--- src/rtl/irqsel_pkg.sv ---
package irqsel_pkg;

    localparam int NSRC   = 13;
    localparam int CODE_W = $clog2(NSRC);

    localparam int SRC_SYSRST = 0;
    localparam int SRC_MCHK   = 1;
    localparam int SRC_HVDEC  = 2;
    localparam int SRC_CRIT   = 3;
    localparam int SRC_WDOG   = 4;
    localparam int SRC_EXTIN  = 9;

    typedef enum logic [1:0] {
        GATE_ALWAYS,
        GATE_TIED,
        GATE_CRIT,
        GATE_EXT
    } gate_e;

    typedef struct packed {
        logic              take;
        logic [CODE_W-1:0] code;
    } sel_out_t;

    // enable group a source belongs to
    function automatic gate_e src_gate(int idx);
        if (idx == SRC_SYSRST || idx == SRC_MCHK) return GATE_ALWAYS;
        if (idx == SRC_HVDEC)                     return GATE_TIED;
        if (idx == SRC_CRIT)                      return GATE_CRIT;
        return GATE_EXT;
    endfunction

    // level-like sources keep their pending bit when taken
    function automatic logic src_sticky(int idx);
        return (idx == SRC_CRIT) || (idx == SRC_EXTIN);
    endfunction

endpackage

--- src/rtl/irqsel_pending.sv ---
module irqsel_pending #(
    parameter int N = irqsel_pkg::NSRC
) (
    input  logic         clk,
    input  logic         rst_n,
    input  logic [N-1:0] set_i,
    input  logic [N-1:0] clr_i,
    input  logic [N-1:0] take_clr_i,
    output logic [N-1:0] pend_o
);
    logic [N-1:0] pend_d, pend_q;

    always_comb begin
        // set is applied last so it wins over both clear paths
        pend_d = (pend_q & ~clr_i & ~take_clr_i) | set_i;
    end

    always_ff @(posedge clk) begin
        if (!rst_n) pend_q <= '0;
        else        pend_q <= pend_d;
    end

    assign pend_o = pend_q;

    for (genvar g = 0; g < N; g++) begin : g_chk
        assert_set_wins_R8: assert property (@(posedge clk) disable iff (!rst_n)
            set_i[g] |=> pend_q[g]);
        assert_clear_drops_R9: assert property (@(posedge clk) disable iff (!rst_n)
            (clr_i[g] && !set_i[g]) |=> !pend_q[g]);
    end

endmodule

--- src/rtl/irqsel_gate.sv ---
module irqsel_gate #(
    parameter int N = irqsel_pkg::NSRC
) (
    input  logic [N-1:0] pend_i,
    input  logic         crit_en_i,
    input  logic         ext_en_i,
    output logic [N-1:0] elig_o
);
    import irqsel_pkg::*;

    // hypervisor decrementer enable, permanently tied off
    logic hv_dec_en;
    assign hv_dec_en = 1'b0;

    for (genvar g = 0; g < N; g++) begin : g_gate
        if (src_gate(g) == GATE_ALWAYS) begin : g_always
            assign elig_o[g] = pend_i[g];
        end else if (src_gate(g) == GATE_TIED) begin : g_tied
            assign elig_o[g] = pend_i[g] & hv_dec_en;
        end else if (src_gate(g) == GATE_CRIT) begin : g_crit
            assign elig_o[g] = pend_i[g] & crit_en_i;
        end else begin : g_ext
            assign elig_o[g] = pend_i[g] & ext_en_i;
        end
    end

endmodule

--- src/rtl/irqsel_pick.sv ---
module irqsel_pick #(
    parameter int N = irqsel_pkg::NSRC,
    localparam int W = $clog2(N)
) (
    input  logic [N-1:0] elig_i,
    output logic         found_o,
    output logic [W-1:0] idx_o
);
    always_comb begin
        found_o = 1'b0;
        idx_o   = '0;
        // scan from the lowest rank upward so the highest rank is written last
        for (int i = N - 1; i >= 0; i--) begin
            if (elig_i[i]) begin
                found_o = 1'b1;
                idx_o   = W'(i);
            end
        end
    end

endmodule

--- src/rtl/irq_prio_sel.sv ---
module irq_prio_sel
    import irqsel_pkg::*;
(
    input  logic              clk,
    input  logic              rst_n,
    input  logic              poll_i,
    input  logic [NSRC-1:0]   set_i,
    input  logic [NSRC-1:0]   clr_i,
    input  logic              crit_en_i,
    input  logic              ext_en_i,
    output logic              take_o,
    output logic [CODE_W-1:0] code_o
);
    logic [NSRC-1:0]   pend;
    logic [NSRC-1:0]   elig;
    logic [NSRC-1:0]   take_clr;
    logic              found;
    logic [CODE_W-1:0] pick;
    sel_out_t          out_d, out_q;

    irqsel_pending #(.N(NSRC)) u_pend (
        .clk        (clk),
        .rst_n      (rst_n),
        .set_i      (set_i),
        .clr_i      (clr_i),
        .take_clr_i (take_clr),
        .pend_o     (pend)
    );

    irqsel_gate #(.N(NSRC)) u_gate (
        .pend_i    (pend),
        .crit_en_i (crit_en_i),
        .ext_en_i  (ext_en_i),
        .elig_o    (elig)
    );

    irqsel_pick #(.N(NSRC)) u_pick (
        .elig_i  (elig),
        .found_o (found),
        .idx_o   (pick)
    );

    for (genvar g = 0; g < NSRC; g++) begin : g_tclr
        if (src_sticky(g)) begin : g_keep
            assign take_clr[g] = 1'b0;
        end else begin : g_drop
            assign take_clr[g] = poll_i & found & (pick == CODE_W'(g));
        end
    end

    always_comb begin
        out_d      = '0;
        out_d.take = poll_i & found;
        if (poll_i && found) out_d.code = pick;
    end

    always_ff @(posedge clk) begin
        if (!rst_n) out_q <= '0;
        else        out_q <= out_d;
    end

    assign take_o = out_q.take;
    assign code_o = out_q.code;

    assert_take_after_poll_R10: assert property (@(posedge clk) disable iff (!rst_n)
        take_o |-> $past(poll_i));
    assert_code_idle_R10: assert property (@(posedge clk) disable iff (!rst_n)
        !take_o |-> (code_o == '0));
    assert_no_hvdec_R7: assert property (@(posedge clk) disable iff (!rst_n)
        take_o |-> (code_o != CODE_W'(SRC_HVDEC)) && (code_o < CODE_W'(NSRC)));
    assert_crit_gated_R3: assert property (@(posedge clk) disable iff (!rst_n)
        (take_o && code_o == CODE_W'(SRC_CRIT)) |-> $past(crit_en_i));
    assert_ext_gated_R4: assert property (@(posedge clk) disable iff (!rst_n)
        (take_o && code_o >= CODE_W'(SRC_WDOG)) |-> $past(ext_en_i));
    assert_sysrst_first_R2: assert property (@(posedge clk) disable iff (!rst_n)
        (take_o && code_o != CODE_W'(SRC_SYSRST)) |-> !$past(pend[SRC_SYSRST]));
    assert_one_cleared_R6: assert property (@(posedge clk) disable iff (!rst_n)
        $onehot0(take_clr));

endmodule

--- config.mk ---
export PLATFORM = sky130hd
export DESIGN_NAME = irq_prio_sel
export DESIGN_NICKNAME = d
export VERILOG_FILES = /design/src/rtl/irqsel_pkg.sv /design/src/rtl/irqsel_pending.sv /design/src/rtl/irqsel_gate.sv /design/src/rtl/irqsel_pick.sv /design/src/rtl/irq_prio_sel.sv
export SDC_FILE = /design/constraint.sdc
export NUM_CORES = 1
export LEC_CHECK = 0
export BUFFER_PORTS_ARGS = -buffer_cell sky130_fd_sc_hd__buf_2
export CORE_MARGIN = 5
export CORE_UTILIZATION = 40
export CTS_CLUSTER_DIAMETER = 200
export DETAILED_ROUTE_END_ITERATION = 6
export GPL_ROUTABILITY_DRIVEN = 1
export MAX_ROUTING_LAYER = met4
export PLACE_DENSITY_LB_ADDON = 0.3
export SYNTH_ARGS = -nofsm -noshare
export SYNTH_HDL_FRONTEND = slang
export SYNTH_SLANG_ARGS = --single-unit
--- constraint.sdc ---
create_clock -name clk -period 1.8 [get_ports clk]
set_input_delay 0.36 -clock clk [delete_from_list [all_inputs] [get_ports clk]]
set_output_delay 0.36 -clock clk [all_outputs]
set_load 0.03 [all_outputs]
==> run metrics, run 1 <==
row count=17; Buffers on Ports=33; first-pass GRT wire length=approximately 3700 um; CORE AREA=2170 sq um; Initial Util=between 40% and 50%; Critical Path RT=1.97 ns; Worst Path Max Fanout=5; Post-Syn Instances=100; drt initial violations=13; commonest cells in the netlist=dfxtp_1 (17), nor2b_1 (13), o21ai_0 (9); RSZ-0062 raised after global routing=no; chip height=~57 um; Non-Filler Instances=about 160; Synthesized Nets=131; leakage power total=~0.48 nW; CP endpoint kind=flip-flop; asr flop ratio synth=0%; largest net degree at the start of global routing=16; H-tree depth=1; status=finished clean; HPWL Detailed=1710 um; Unique masters post-synth=35; post-route ant nets=0; area of the multi-input gates=roughly 500 sq um; share of cells above drive strength 1=roughly a third; Comb power frac=a little over a fifth; Sequential cell area=around 340 sq um; post-synth top area share=around two fifths; Global Route Usage Sum=~15%; Chip Width=57.1 um; vias per cell=roughly 5.3; initial antenna violation count=0; leading register cell type out of synthesis=dfxtp_1; Via Count=around 870; main area contributors after synthesis=dfxtp_1 (38%), nor2b_1 (9.2%), o21ai_0 (5.1%); Final Cycle Share=around 90%; Slew Viols, Final=0; Clock Skews=around 0.0053 ns; Flop pwr share=52.4%; post_cts resized=0; I/O pins=36; routability cong.=about 0.83; post-route cell area=~1100 sq um; grt total ovfl=0; hold buffer count at CTS=0; final setup TNS=0 ns; Mapped Area=~890 sq um; drt pass-1 iters=4; slew margin rel.=64.7%; Syn Area/Cell=8.86 sq um; routed length per instance=approximately 13 um; Setup Viol. Count Final=0; EDFF count, synth=0; sequential share of the synthesized area=between 30% and 40%; Fillers=240; Syn. warnings=0; most frequent cell after synthesis=dfxtp_1; final WL=2170 um; Cell Area, Placed=~1100 sq um; placed cells=159; # DRC=0; total power=around 0.8 mW; full die area=3260 sq um; Internal=between 0.5 and 0.6 mW; Max Freq=615 MHz; measured slew at the worst slew-check pin=0.526 ns; max-cap violations=0; worst vdd ir=between 300 and 400 uV; NetSw=approximately 0.23 mW; kind of critical path=reg -> reg; n_diodes=0; Setup Buffers After CTS=0; CTS sink count=17; Final min period=between 1.5 and 2 ns; final net count=about 170; Worst-Skew Late Latency=0.30 ns; Worst Hold Class=in -> reg; Worst-path clk slew=0.10 ns; vias in the first global route=850; Fin Hold WS=between 0.2 and 0.3 ns; CTS Root Cell=clkbuf_4; synthesis-stage register bit count=17; switch share=29.2%; Inserted Clock Buffers=3; Yosys top cell by area=dfxtp_1; crit start category=flip-flop; area delta synth->final=24.3%; clock power share=between 20% and 30%; CP arrival=approximately 1.8 ns; TritonCTS clock tree=done; Clock Tree Buf Depth=2; final hold viol count=0; Power Density=725 nW/um^2
## per-stage QoR
step / utilization, % / worst slack [ns]
after floorplan: - / 0.309
after global placement: 49.5 / 0.168
after detailed placement: 49.5 / 0.150
after CTS: 50.7 / 0.167
after global routing: 50.7 / 0.0934
final: 50.7 / 0.175
## worst max-delay path, cell delays in order, from the launching register on
cell and delay (ns):
dfxtp_1 0.36, or4_4 0.56, nand4bb_4 0.28, nor4_4 0.18, a31oi_1 0.12
## power groups by stage
stage | clock network [mW] | logic, mW | registers (mW)
5_1_grt | 0.232 | 0.189 | 0.422
6_report | 0.209 | 0.171 | 0.419
4_1_cts | 0.211 | 0.172 | 0.418
2_1_floorplan | 0 | 0.105 | 0.430
3_3_place_gp | 0 | 0.166 | 0.425
3_5_place_dp | 0 | 0.171 | 0.426
## cell families after synthesis
family | after synthesis | synth area share (%)
DFF | 17 | 38.4
AOI/OAI and AO/OA | 35 | 27.5
buffers and inverters | 9 | 4.24
and+or+nand+nor | 39 | 29.8
## worst paths after layout
kind	endpoint	slack (ns)	startpoint	cells past startpoint
hold reg to reg	code_o[2]	0.51	u_pend.pend_o[12]	2
setup reg to reg	u_pend.pend_o[11]	0.17	u_pend.pend_o[7]	4
hold / removal	u_pend.pend_o[0]	0.26	set_i[0]	2
setup / recovery	u_pend.pend_o[11]	0.17	u_pend.pend_o[7]	4
## area by class of cell
type / instances / share of cell area, %
clock buffer: 4 / 2.39
tap: 28 / 3.18
inverter: 7 / 2.39
multi-input combinational: 74 / 46.1
sequential: 17 / 30.9
timing repair buffer: 33 / 15.0
## layout by cell type, fill, tap and decap left out, types with 3 or more instances in the layout
master | netlist | routed
or2_1 | 3 | 3
o21ai_0 | 9 | 9
buf_2 | 0 | 33
nor2b_1 | 13 | 13
clkbuf_4 | 0 | 3
nor3_1 | 4 | 4
a31oi_1 | 7 | 7
nor2_1 | 5 | 5
o21a_1 | 4 | 4
nand2_1 | 3 | 3
dfxtp_1 | 17 | 17
inv_1 | 6 | 6
## metal layers
layer	routed length [um]	global-route usage [%]
met5	0	-
met3	154	3.85
met2	1010	23.2
met1	949	16.6
met4	56	8.94
## sequential cells by signal (all words and copies together), names as in the netlist
signal         cells
take_o             1
u_pend.pend_o     12
code_o             4
(Power assumes the default switching activity.)
==> run 2: changes to the inputs <==
--- a/config.mk
+++ b/config.mk
@@ -6,13 +6,13 @@
 export NUM_CORES = 1
 export LEC_CHECK = 0
 export BUFFER_PORTS_ARGS = -buffer_cell sky130_fd_sc_hd__buf_2
-export CORE_MARGIN = 5
+export CORE_MARGIN = 10
 export CORE_UTILIZATION = 40
 export CTS_CLUSTER_DIAMETER = 200
 export DETAILED_ROUTE_END_ITERATION = 6
 export GPL_ROUTABILITY_DRIVEN = 1
 export MAX_ROUTING_LAYER = met4
-export PLACE_DENSITY_LB_ADDON = 0.3
+export PLACE_DENSITY_LB_ADDON = 0.08
 export SYNTH_ARGS = -nofsm -noshare
 export SYNTH_HDL_FRONTEND = slang
 export SYNTH_SLANG_ARGS = --single-unit
==> run metrics, run 2 (synthesis gave the netlist of run 1 again) <==
Worst-Skew Late Latency=0.29 ns (was 0.30 ns); Clock Skews=0.00393 ns (was 0.00527 ns); total power=0.803 mW (was 0.798 mW); CP bufs+invs=0 (unchanged); final hold viol count=0 (unchanged); Final min period=1.63 ns (about the same); max-cap violations=0 (unchanged); RSZ-0062 raised after global routing=no (unchanged); n_diodes=0 (unchanged); Worst-path clk slew=0.10 ns (about the same); post_cts resized=0 (unchanged); worst vdd ir=415 uV (was 359 uV); TritonCTS clock tree=done (unchanged); drt initial violations=25 (was 13); CTS sink count=17 (unchanged); slew margin rel.=66.9% (was 64.7%); commonest non-fill, non-tap cell in the layout=buf_2 (unchanged); largest net degree at the start of global routing=16 (unchanged); max reg flops=12 (unchanged); grt total ovfl=0 (unchanged); hold buffer count at CTS=0 (unchanged); first-pass GRT wire length=4010 um (was 3660 um); Max Freq=612 MHz (was 615 MHz); final setup TNS=0 ns (unchanged); Clock Tree Buf Depth=2 (unchanged); crit-path cells=or4_4 -> nand4bb_4 -> nor4_4 -> a31oi_1 (unchanged); Chip Width=67.1 um (was 57.1 um); met3 usage=3.18% (was 3.85%); worst stage delay on the critical path=0.57 ns (was 0.56 ns); share of cells above drive strength 1=32.4% (was 31.9%); kind of critical path=reg -> reg (unchanged); crit start category=flip-flop (unchanged); Setup Buffers After CTS=0 (unchanged); post-route ant nets=0 (unchanged); Crit path max-delay family=simple AND/OR/NAND/NOR gates (unchanged); Buffers on Ports=33 (unchanged); CORE AREA=2040 sq um (was 2170 sq um); Setup Viol. Count Final=0 (unchanged); routed length per instance=14.5 um (was 13.3 um); vias in the first global route=920 (was 850); # DRC=0 (unchanged); vias per cell=5.39 (was 5.33); GRT busiest layer=met2 (unchanged); Worst Path Max Fanout=5 (unchanged); Power Density=726 nW/um^2 (was 725 nW/um^2); Worst Hold Class=in -> reg (unchanged); routability cong.=0.760 (was 0.827); Initial Util=43.4% (was 40.8%); full die area=4500 sq um (was 3260 sq um); I/O pins=36 (unchanged); status=finished clean (unchanged); H-tree depth=1 (unchanged); CP endpoint kind=flip-flop (unchanged); drt pass-1 iters=5 (was 4); final WL=2370 um (was 2170 um); CTS Root Cell=clkbuf_4 (unchanged); Slew Viols, Final=0 (unchanged); measured slew at the worst slew-check pin=0.492 ns (was 0.526 ns); Fillers=205 (was 240); Global Route Usage Sum=11.4% (was 14.7%); chip height=67.1 um (was 57.1 um); most frequent cells in the layout=buf_2 (33), dfxtp_1 (17), nor2b_1 (13) (unchanged); Inserted Clock Buffers=3 (unchanged); CP arrival=1.81 ns (was 1.79 ns); row count=16 (was 17); HPWL Detailed=1920 um (was 1710 um); M2 GR Usage=19.2% (was 23.2%); final net count=168 (was 167); Critical Path RT=1.97 ns (about the same); Via Count=879 (was 869); initial antenna violation count=0 (unchanged); Final Cycle Share=90.8% (was 90.3%); met1 usage=12.4% (was 16.6%); area delta synth->final=25.0% (was 24.3%); critical path's slowest cell=or4_4 (unchanged); leakage power total=0.485 nW (was 0.480 nW)
run 2: changes by cell type in the layout (fill, tap and decap cells not counted), sizes merged:
| cell | delta |
|---|---|
| buf | +1 |
run 2: final cells by class:
type                            count  area [sq um]  share of cell area, %
Tap cell                           27          33.8                   3.05
Multi-Input combinational cell     74           508                   45.9
Inverter                            7          26.3                   2.37
Sequential cell                    17           340                   30.7
Clock buffer                        4          26.3                   2.37
Timing Repair Buffer               34           173                   15.6
run 2: per-layer routing:
metal  wire (um)  vias to the layer above  part of all wire, %
met5           0                        -                    0
met4          29                        0                  1.2
met3         207                        6                  8.7
met2        1130                       41                   48
met1        1000                      392                   42
li1            -                      440                    -
run 2: worst reg2reg max path: cells and delay by family, from the launching register on:
kind	cells	cell delay, ns
AO/OA/AOI/OAI	1	0.12
flip-flops	1	0.36
AND/OR/NAND/NOR	3	1.05
run 2: final timing paths:
path | from | endpoint | slack (ns) | cells after the start
max | u_pend.pend_o[7] | u_pend.pend_o[11] | 0.17 | 4
min | set_i[1] | u_pend.pend_o[1] | 0.27 | 2
min reg2reg | u_pend.pend_o[12] | code_o[2] | 0.52 | 2
max reg2reg | u_pend.pend_o[7] | u_pend.pend_o[11] | 0.17 | 4
run 2: metrics by stage:
step / setup slack (ns) / hold WS, ns / cell area, sq um / std cells / utilization [%]
floorplan: 0.309 / 0.475 / 886 / 100 / -
global placement: 0.176 / 0.507 / 1080 / 159 / 52.9
detailed placement: 0.175 / 0.514 / 1080 / 159 / 52.9
CTS: 0.175 / 0.264 / 1110 / 163 / 54.2
global route: 0.122 / 0.277 / 1110 / 163 / 54.2
finish: 0.165 / 0.266 / 1110 / 163 / 54.2
run 2: power by group:
group / total, mW / internal [mW] / switching (mW)
logic: 0.173 / 0.0829 / 0.0905
registers: 0.419 / 0.398 / 0.0205
clock network: 0.211 / 0.0862 / 0.125
total: 0.803 / 0.567 / 0.236
==> run 3: changes to the inputs <==
--- a/config.mk
+++ b/config.mk
@@ -11,7 +11,6 @@
 export CTS_CLUSTER_DIAMETER = 200
 export DETAILED_ROUTE_END_ITERATION = 6
 export GPL_ROUTABILITY_DRIVEN = 1
-export MAX_ROUTING_LAYER = met4
 export PLACE_DENSITY_LB_ADDON = 0.08
 export SYNTH_ARGS = -nofsm -noshare
 export SYNTH_HDL_FRONTEND = slang
==> run metrics, run 3 (synthesis gave the netlist of run 1 again) <==
chip height=67.1 um (unchanged); commonest non-fill, non-tap cell in the layout=buf_2 (unchanged); final hold viol count=0 (unchanged); full die area=4500 sq um (unchanged); Inserted Clock Buffers=3 (unchanged); hold buffer count at CTS=0 (unchanged); drt pass-1 iters=4 (was 5); initial antenna violation count=0 (unchanged); most frequent cells in the layout=buf_2 (33), dfxtp_1 (17), nor2b_1 (13) (unchanged); Clock Skews=0.00268 ns (was 0.00393 ns); status=finished clean (unchanged); placed cells=159 (unchanged); routability cong.=0.751 (was 0.760); H-tree depth=1 (unchanged); post-route worst setup slack=0.167 ns (was 0.165 ns); Initial Util=43.4% (unchanged); final setup TNS=0 ns (unchanged); Power Density=724 nW/um^2 (was 726 nW/um^2); Setup Viol. Count Final=0 (unchanged); CP arrival=1.81 ns (about the same); Critical Path RT=1.97 ns (about the same); final WL=2350 um (was 2370 um); max-cap violations=0 (unchanged); largest net degree at the start of global routing=16 (unchanged); Fin Hold WS=0.267 ns (was 0.266 ns); measured slew at the worst slew-check pin=0.492 ns (about the same); Worst-Skew Late Latency=0.29 ns (about the same); CTS sink count=17 (unchanged); Cell Area, Placed=1080 sq um (unchanged); area delta synth->final=25.0% (unchanged); crit start category=flip-flop (unchanged); slew margin rel.=67.0% (was 66.9%); CP endpoint kind=flip-flop (unchanged); post-route ant nets=0 (unchanged); Final Cycle Share=90.7% (was 90.8%); post-route cell area=1110 sq um (unchanged); grt total ovfl=0 (unchanged); worst vdd ir=416 uV (was 415 uV); max reg flops=12 (unchanged); Global Route Usage Sum=11.1% (was 11.4%); final core occ=54.2% (unchanged); Worst Hold Class=in -> reg (unchanged); drt initial violations=24 (was 25); Reg2Reg Setup Slack=0.17 ns (about the same); total power=0.802 mW (was 0.803 mW); post_cts resized=0 (unchanged); RSZ-0062 raised after global routing=no (unchanged); pre-CTS setup slack=0.175 ns (unchanged); I/O pins=36 (unchanged); Buffers on Ports=33 (unchanged); Non-Filler Instances=163 (unchanged); Worst Path Max Fanout=5 (unchanged); Max Freq=612 MHz (about the same); HPWL Detailed=1920 um (unchanged); Via Count=863 (was 879); Worst-path clk slew=0.10 ns (about the same); TritonCTS clock tree=done (unchanged); Slew Viols, Final=0 (unchanged); share of cells above drive strength 1=32.4% (unchanged); vias per cell=5.29 (was 5.39); leakage power total=0.485 nW (unchanged); row count=16 (unchanged); kind of critical path=reg -> reg (unchanged); Setup Buffers After CTS=0 (unchanged); # DRC=0 (unchanged); Final min period=1.63 ns (about the same); Clock Tree Buf Depth=2 (unchanged); final net count=168 (unchanged); CTS Root Cell=clkbuf_4 (unchanged); n_diodes=0 (unchanged); CORE AREA=2040 sq um (unchanged); Chip Width=67.1 um (unchanged); vias in the first global route=920 (unchanged); first-pass GRT wire length=4020 um (was 4010 um); routed length per instance=14.4 um (was 14.5 um)
-- run 3: cell counts in the layout (fill, tap and decap cells not counted) --
No cell type changed its count.
-- run 3: worst paths after layout --
kind / from / endpoint / depth (start not counted)
max reg2reg: u_pend.pend_o[7] / u_pend.pend_o[11] / 4
max: u_pend.pend_o[7] / u_pend.pend_o[11] / 4
min: set_i[1] / u_pend.pend_o[1] / 2
min reg2reg: u_pend.pend_o[12] / code_o[2] / 2
-- run 3: worst max-delay path, cell delays in order, from the launching register on --
cell and delay, ns:
dfxtp_1 0.36, or4_4 0.56, nand4bb_4 0.28, nor4_4 0.20, a31oi_1 0.11
-- run 3: final cells by class --
class	instances	area [sq um]
fill	205	935
clock buffer	4	26.3
multi-input combinational	74	508
inverter	7	26.3
sequential	17	340
tap	27	33.8
timing repair buffer	34	173
-- run 3: per-layer routing --
layer  track usage, %  routed length [um]
met1             12.2                1020
met3             3.51                 163
met5                0                   0
met4             4.62                  22
met2             19.2                1150
-- run 3: where the power goes --
part / switching (mW) / internal [mW]
Combinational: 0.0901 / 0.0829
Sequential: 0.0209 / 0.398
Clock: 0.124 / 0.0862
Total: 0.235 / 0.567
